--- config.mk ---
export PLATFORM = sky130hd
export DESIGN_NAME = mdio_master
export DESIGN_NICKNAME = d
export VERILOG_FILES = /design/src/rtl/mdio_pkg.sv /design/src/rtl/mdio_clkgen.sv /design/src/rtl/mdio_shifter.sv /design/src/rtl/mdio_master.sv
export SDC_FILE = /design/constraint.sdc
export NUM_CORES = 1
export LEC_CHECK = 0
export BUFFER_PORTS_ARGS = -buffer_cell sky130_fd_sc_hd__clkbuf_2
export CORE_UTILIZATION = 35
export DETAILED_ROUTE_END_ITERATION = 10
export PLACE_DENSITY = 0.62
export SKIP_CTS_REPAIR_TIMING = 1
export SLEW_MARGIN = 30
export SYNTH_ARGS = -nofsm -noshare
export SYNTH_HDL_FRONTEND = slang
export SYNTH_SLANG_ARGS = --single-unit
--- constraint.sdc ---
create_clock -name clk -period 4.5 [get_ports clk]
set_input_delay 0.225 -clock clk [delete_from_list [all_inputs] [get_ports clk]]
set_output_delay 0.225 -clock clk [all_outputs]
set_load 0.03 [all_outputs]
--- src/rtl/mdio_pkg.sv ---
package mdio_pkg;
    localparam int PRE_BITS  = 32;
    localparam int BODY_BITS = 32;
    localparam int DATA_BITS = 16;
    localparam int TA_BITS   = 2;
    localparam int SHIFT_W   = PRE_BITS + BODY_BITS;
    localparam int LEN_W     = $clog2(SHIFT_W + 1);
    localparam int REL_BITS  = TA_BITS + DATA_BITS;

    localparam logic [1:0] IDX_CFG = 2'd0;
    localparam logic [1:0] IDX_CMD = 2'd1;
    localparam logic [1:0] IDX_TXD = 2'd2;
    localparam logic [1:0] IDX_RXD = 2'd3;

    typedef struct packed {
        logic [SHIFT_W-1:0] bits;
        logic [LEN_W-1:0]   len;
        logic               rd;
    } frame_t;

    // Builds the serial image of one frame, left aligned.
    function automatic frame_t build_frame(
        input logic                 ext,
        input logic                 pre,
        input logic [1:0]           op,
        input logic [4:0]           phy,
        input logic [4:0]           regad,
        input logic [DATA_BITS-1:0] wd
    );
        frame_t               f;
        logic [1:0]           st;
        logic [1:0]           wop;
        logic [1:0]           ta;
        logic [DATA_BITS-1:0] dat;
        logic [BODY_BITS-1:0] body;
        st = ext ? 2'b00 : 2'b01;
        if (ext) begin
            wop  = op;
            f.rd = op[1];
        end else begin
            f.rd = op[0];
            wop  = op[0] ? 2'b10 : 2'b01;
        end
        ta   = f.rd ? 2'b11 : 2'b10;
        dat  = f.rd ? '1 : wd;
        body = {st, wop, phy, regad, ta, dat};
        if (pre) begin
            f.bits = {{PRE_BITS{1'b1}}, body};
            f.len  = LEN_W'(SHIFT_W);
        end else begin
            f.bits = {body, {PRE_BITS{1'b0}}};
            f.len  = LEN_W'(BODY_BITS);
        end
        return f;
    endfunction
endpackage

--- src/rtl/mdio_clkgen.sv ---
module mdio_clkgen #(
    parameter int DIV_W = 16
) (
    input  logic             clk,
    input  logic             rst_n,
    input  logic             run_i,
    input  logic [DIV_W-1:0] half_i,
    output logic             mdc_o,
    output logic             rise_o,
    output logic             fall_o
);
    typedef struct packed {
        logic [DIV_W-1:0] cnt;
        logic             mdc;
    } cg_t;

    cg_t              d, q;
    logic [DIV_W-1:0] lim;
    logic             tick;

    always_comb begin
        d    = q;
        lim  = (half_i == '0) ? DIV_W'(1) : half_i;
        tick = run_i && (q.cnt == lim - DIV_W'(1));
        if (!run_i) begin
            d.cnt = '0;
            d.mdc = 1'b0;
        end else if (tick) begin
            d.cnt = '0;
            d.mdc = ~q.mdc;
        end else begin
            d.cnt = q.cnt + DIV_W'(1);
        end
    end

    always_ff @(posedge clk or negedge rst_n) begin
        if (!rst_n) q <= '0;
        else        q <= d;
    end

    assign mdc_o  = q.mdc;
    assign rise_o = tick && !q.mdc;
    assign fall_o = tick && q.mdc;


    mdc_idle_low_chk: assert property (@(posedge clk) disable iff (!rst_n)
        !run_i |-> !q.mdc);

    mdc_rise_needs_run_chk: assert property (@(posedge clk) disable iff (!rst_n)
        $rose(q.mdc) |-> $past(run_i));
endmodule

--- src/rtl/mdio_shifter.sv ---
module mdio_shifter
    import mdio_pkg::*;
(
    input  logic                 clk,
    input  logic                 rst_n,
    input  logic                 start_i,
    input  frame_t               frame_i,
    input  logic                 rise_i,
    input  logic                 fall_i,
    input  logic                 mdio_i,
    output logic                 run_o,
    output logic                 mdio_o,
    output logic                 mdio_oe_o,
    output logic                 done_o,
    output logic [DATA_BITS-1:0] rx_o
);
    typedef struct packed {
        logic                 run;
        logic [SHIFT_W-1:0]   sh;
        logic [LEN_W-1:0]     left;
        logic                 rd;
        logic [DATA_BITS-1:0] rx;
    } sh_t;

    sh_t  d, q;
    logic done;

    always_comb begin
        d    = q;
        done = 1'b0;
        if (!q.run) begin
            if (start_i) begin
                d.run  = 1'b1;
                d.sh   = frame_i.bits;
                d.left = frame_i.len;
                d.rd   = frame_i.rd;
            end
        end else begin
            if (rise_i && q.rd && (q.left <= LEN_W'(DATA_BITS)))
                d.rx = {q.rx[DATA_BITS-2:0], mdio_i};
            if (fall_i) begin
                if (q.left == LEN_W'(1)) begin
                    d.run = 1'b0;
                    done  = 1'b1;
                end else begin
                    d.left = q.left - LEN_W'(1);
                    d.sh   = {q.sh[SHIFT_W-2:0], 1'b0};
                end
            end
        end
    end

    always_ff @(posedge clk or negedge rst_n) begin
        if (!rst_n) q <= '0;
        else        q <= d;
    end

    assign run_o     = q.run;
    assign mdio_o    = q.run ? q.sh[SHIFT_W-1] : 1'b1;
    assign mdio_oe_o = q.run && !(q.rd && (q.left <= LEN_W'(REL_BITS)));
    assign done_o    = done;
    assign rx_o      = q.rx;


    left_nonzero_chk: assert property (@(posedge clk) disable iff (!rst_n)
        q.run |-> (q.left != '0));

    done_ends_run_chk: assert property (@(posedge clk) disable iff (!rst_n)
        done |=> !q.run);

    idle_released_chk: assert property (@(posedge clk) disable iff (!rst_n)
        !q.run |-> !mdio_oe_o);
endmodule

--- src/rtl/mdio_master.sv ---
module mdio_master
    import mdio_pkg::*;
#(
    parameter int DIV_W    = 16,
    parameter int DEF_HALF = 4
) (
    input  logic        clk,
    input  logic        rst_n,
    input  logic        csr_we,
    input  logic [1:0]  csr_addr,
    input  logic [31:0] csr_wdata,
    output logic [31:0] csr_rdata,
    input  logic        mdio_i,
    output logic        mdc,
    output logic        mdio_o,
    output logic        mdio_oe
);
    localparam int PRE_POS = 16;
    localparam int EXT_POS = 17;

    typedef struct packed {
        logic [DIV_W-1:0]     half;
        logic                 pre;
        logic                 ext;
        logic [DATA_BITS-1:0] txd;
        logic                 tx_pend;
        logic [DATA_BITS-1:0] rxd;
        logic                 rx_pend;
        logic                 rx_valid;
    } regs_t;

    regs_t                d, q;
    frame_t               frm;
    logic                 busy, cmd_hit, launch;
    logic                 run, rise, fall, done;
    logic [DATA_BITS-1:0] rx_word;
    logic                 unused_wdata_hi;

    assign unused_wdata_hi = ^csr_wdata[31:18];

    always_comb begin
        d       = q;
        busy    = q.tx_pend || q.rx_pend;
        cmd_hit = csr_we && (csr_addr == IDX_CMD);
        launch  = cmd_hit && !busy;
        frm     = build_frame(q.ext, q.pre, csr_wdata[11:10], csr_wdata[9:5],
                              csr_wdata[4:0], q.txd);
        if (csr_we && csr_addr == IDX_CFG) begin
            d.half = csr_wdata[DIV_W-1:0];
            d.pre  = csr_wdata[PRE_POS];
            d.ext  = csr_wdata[EXT_POS];
        end
        if (csr_we && csr_addr == IDX_TXD)
            d.txd = csr_wdata[DATA_BITS-1:0];
        if (done) begin
            if (q.rx_pend) begin
                d.rxd      = rx_word;
                d.rx_valid = 1'b1;
            end
            d.rx_pend = 1'b0;
            d.tx_pend = 1'b0;
        end
        if (launch) begin
            if (frm.rd) begin
                d.rx_pend  = 1'b1;
                d.rx_valid = 1'b0;
            end else begin
                d.tx_pend = 1'b1;
            end
        end
    end

    always_ff @(posedge clk or negedge rst_n) begin
        if (!rst_n) begin
            q      <= '0;
            q.half <= DIV_W'(DEF_HALF);
            q.pre  <= 1'b1;
        end else begin
            q <= d;
        end
    end

    always_comb begin
        csr_rdata = '0;
        unique case (csr_addr)
            IDX_CFG: begin
                csr_rdata[DIV_W-1:0] = q.half;
                csr_rdata[PRE_POS]   = q.pre;
                csr_rdata[EXT_POS]   = q.ext;
            end
            IDX_CMD: csr_rdata = '0;
            IDX_TXD: csr_rdata = {15'd0, q.tx_pend, q.txd};
            IDX_RXD: csr_rdata = {14'd0, q.rx_valid, q.rx_pend, q.rxd};
            default: csr_rdata = '0;
        endcase
    end

    mdio_clkgen #(.DIV_W(DIV_W)) u_clkgen (
        .clk    (clk),
        .rst_n  (rst_n),
        .run_i  (run),
        .half_i (q.half),
        .mdc_o  (mdc),
        .rise_o (rise),
        .fall_o (fall)
    );

    mdio_shifter u_shifter (
        .clk       (clk),
        .rst_n     (rst_n),
        .start_i   (launch),
        .frame_i   (frm),
        .rise_i    (rise),
        .fall_i    (fall),
        .mdio_i    (mdio_i),
        .run_o     (run),
        .mdio_o    (mdio_o),
        .mdio_oe_o (mdio_oe),
        .done_o    (done),
        .rx_o      (rx_word)
    );


    data_stable_high_chk: assert property (@(posedge clk) disable iff (!rst_n)
        (mdc && $past(mdc)) |-> $stable(mdio_o));

    pend_exclusive_chk: assert property (@(posedge clk) disable iff (!rst_n)
        !(q.tx_pend && q.rx_pend));

    pend_clear_on_done_chk: assert property (@(posedge clk) disable iff (!rst_n)
        ($fell(q.tx_pend) || $fell(q.rx_pend)) |-> $past(done));

    valid_vs_pend_chk: assert property (@(posedge clk) disable iff (!rst_n)
        !(q.rx_pend && q.rx_valid));

    busy_cmd_ignored_chk: assert property (@(posedge clk) disable iff (!rst_n)
        (cmd_hit && busy && !done) |=> ($stable(q.tx_pend) && $stable(q.rx_pend)));
endmodule

==> summary.txt <==
status: completed
Synth warnings: 0
GRT overflow: 0
row count: 55
Avg Synthesized Cell Area: 10.8 µm²
number of flops mapped to enable cells by yosys: 0
CP required: 4.81 ns
Worst Setup SP: q[43]
clock latency on the worst-skew pair: 0.43 ns
largest area contributor in the netlist: dfrtp_1
Initial Utilization: 0.361
Slew @ Worst Pin: 0.860 ns
Slowest Stage Delay on Critical Path: 0.61 ns
Max Cap Viol: 0
Post-synth ARST share: 1.00
total CTS buffers: 17
GRT Total Usage: 0.183
Synth area leaders: dfrtp_1, mux2_2, mux2_1
PD cells: 480 nW/µm²
initial antenna violation count: 0
minimum clock period: 4.23 ns
count of different cell masters after synthesis: 62
final setup vio count: 0
WL per Instance: 18.6 µm
vias in the first global route: 6,018
Max Slew Vio Count: 0
post-synth top area share: 0.474
critical path cell sequence: or4_1, nor3_1, nor2_1, ha_1, nor3b_4, o21ba_2, a221o_1, a222oi_1, nand3_2, buf_4, o21a_2, buf_12, mux2_1
nets: 845
post-DP HPWL: 14,300 µm
ANT cells: 0
FILL cells: 2,225
Max-slew headroom: 0.425
DRT iter0 DRCs: 463
synthesized area: 8280 µm²
post-layout util: 0.412
# H-tree levels: 4
input/output buffers: 44
final hold viol count: 0
vias post-DR: 6,039
main flop type after synthesis: dfrtp_1
DRC Markers: 0
count leader, synth: dfrtp_1
first-pass GRT wire length: 33,700 µm
Worst Hold Class: in -> reg
Synth Register Bits: 159
CTS tree: yes
DR pass1 iterations: 5
worst path arrival time: 4.54 ns
die height: 156 µm
sequential-to-total area share from yosys stat: 0.481
RSZ-0062 raised after global routing: no
Commonest cells post-synth: dfrtp_1, nor2_1, mux2_2, nand2_1, mux2_1
clk root buf: clkbuf_16
WS Path Type: reg -> reg
Reg clk slew, reported paths: 0.07 ns
static leakage: 4.19 nW
setup TNS: 0 ns
Startpoint Class: flip-flop
die area: 24,300 µm²
crit share post-route: 0.940
DR vias/cell: 5.35
Worst Skew: 0.00919 ns
CP max FO: 43
share of cells above drive strength 1: 0.241
R2R setup slack: 0.27 ns
critical path's slowest cell: or4_1
R2R cell count: 13
clock sinks: 159
area delta synth->final: 13.9%
IR drop worst, VDD: 266 µV
FMAX: 0.236 GHz
Cells after Synth: 765
Die Wd: 156 µm
Clock Tree Buf Depth: 2
GP Congestion: 0.802
reg-to-reg endpoint: u_shifter.q[31]
Final ANT Viol Nets: 0
RR Startpoint: q[43]
Ports: 73
Final Routed Wirelength: 21,000 µm
Core ar.: 22,900 µm²
largest net degree at the start of global routing: 98
Worst setup EP type: flip-flop
total power: 4.53 mW
crit path to: u_shifter.q[31]
==> flip-flops by register name, indices dropped and copies added (netlist names) <==
signal / count
q: 53
u_clkgen.mdc_o: 1
u_clkgen.q: 16
u_shifter.q: 72
u_shifter.run_o: 1
u_shifter.rx_o: 16
==> layout make-up <==
class                           count  area [µm²]  area share
Clock buffer                       20         457      0.0484
Timing Repair Buffer               77         504      0.0534
Multi-Input combinational cell    538        3940       0.417
Clock inverter                     12         129      0.0137
Sequential cell                   159        3980       0.422
Tap cell                          313         392      0.0415
Inverter                           10        37.5     0.00398
==> logic make-up after synthesis <==
| family | synth area share |
|---|---|
| flops | 0.481 |
| buf+inv | 0.0511 |
| mux | 0.164 |
| fa+ha+maj | 0.00604 |
| other cells | 0.000453 |
| xor+xnor | 0.0349 |
| compound gates | 0.134 |
| simple gates | 0.129 |
==> per-layer routing <==
metal / GRT usage / wire [µm]
met5: 0 / 0
met1: 0.255 / 10000
met3: 0.0433 / 1060
met2: 0.278 / 9580
met4: 0.0565 / 333
==> cell usage in the layout (no fill, tap or decap), drive strengths merged, types with 9 or more instances in the layout <==
cell / netlist / final
clkbuf: 36 / 64
xnor2: 18 / 18
o21ai: 27 / 27
buf: 35 / 32
dfrtp: 157 / 157
xor2: 15 / 15
a22o: 18 / 18
nor3: 9 / 9
nor2: 89 / 89
conb: 1 / 14
a221o: 31 / 31
nand3: 16 / 16
inv: 10 / 13
mux2: 113 / 113
o31ai: 30 / 30
nand2: 66 / 66
==> worst min-delay path by stage <==
stage | from | endpoint | cells past startpoint
2_1_floorplan | rst_n | q[0] | 0
6_report | csr_wdata[16] | q[36] | 3
4_1_cts | rst_n | u_shifter.q[48] | 1
3_5_place_dp | rst_n | u_shifter.q[48] | 1
5_1_grt | mdio_i | u_shifter.rx_o[0] | 2
3_3_place_gp | rst_n | u_shifter.q[48] | 1
==> power by group <==
| group | internal (mW) | switching (mW) | total, mW |
|---|---|---|---|
| logic | 0.480 | 0.511 | 0.991 |
| clock network | 0.805 | 0.621 | 1.43 |
| registers | 1.80 | 0.312 | 2.12 |
==> per-stage QoR <==
stage               instances  instance area, µm²  setup WS (ns)  hold WS [ns]
floorplan                 778                8330          0.514       -0.0706
global placement         1096                8840          0.340         0.399
detailed placement       1096                8840          0.318         0.390
CTS                      1128                9420          0.281       -0.0677
global route             1129                9440          0.161       0.00552
finish                   1129                9440          0.270        0.0187
==> critical path: cells and delay by family (launching register included) <==
family	cells	cell delay, ns
simple gates	5	1.41
flops	1	0.46
buf+inv	2	0.44
mux	1	0.34
fa+ha+maj	1	0.23
compound gates	4	1.20
Note: power is estimated with default switching activity, not from simulation.
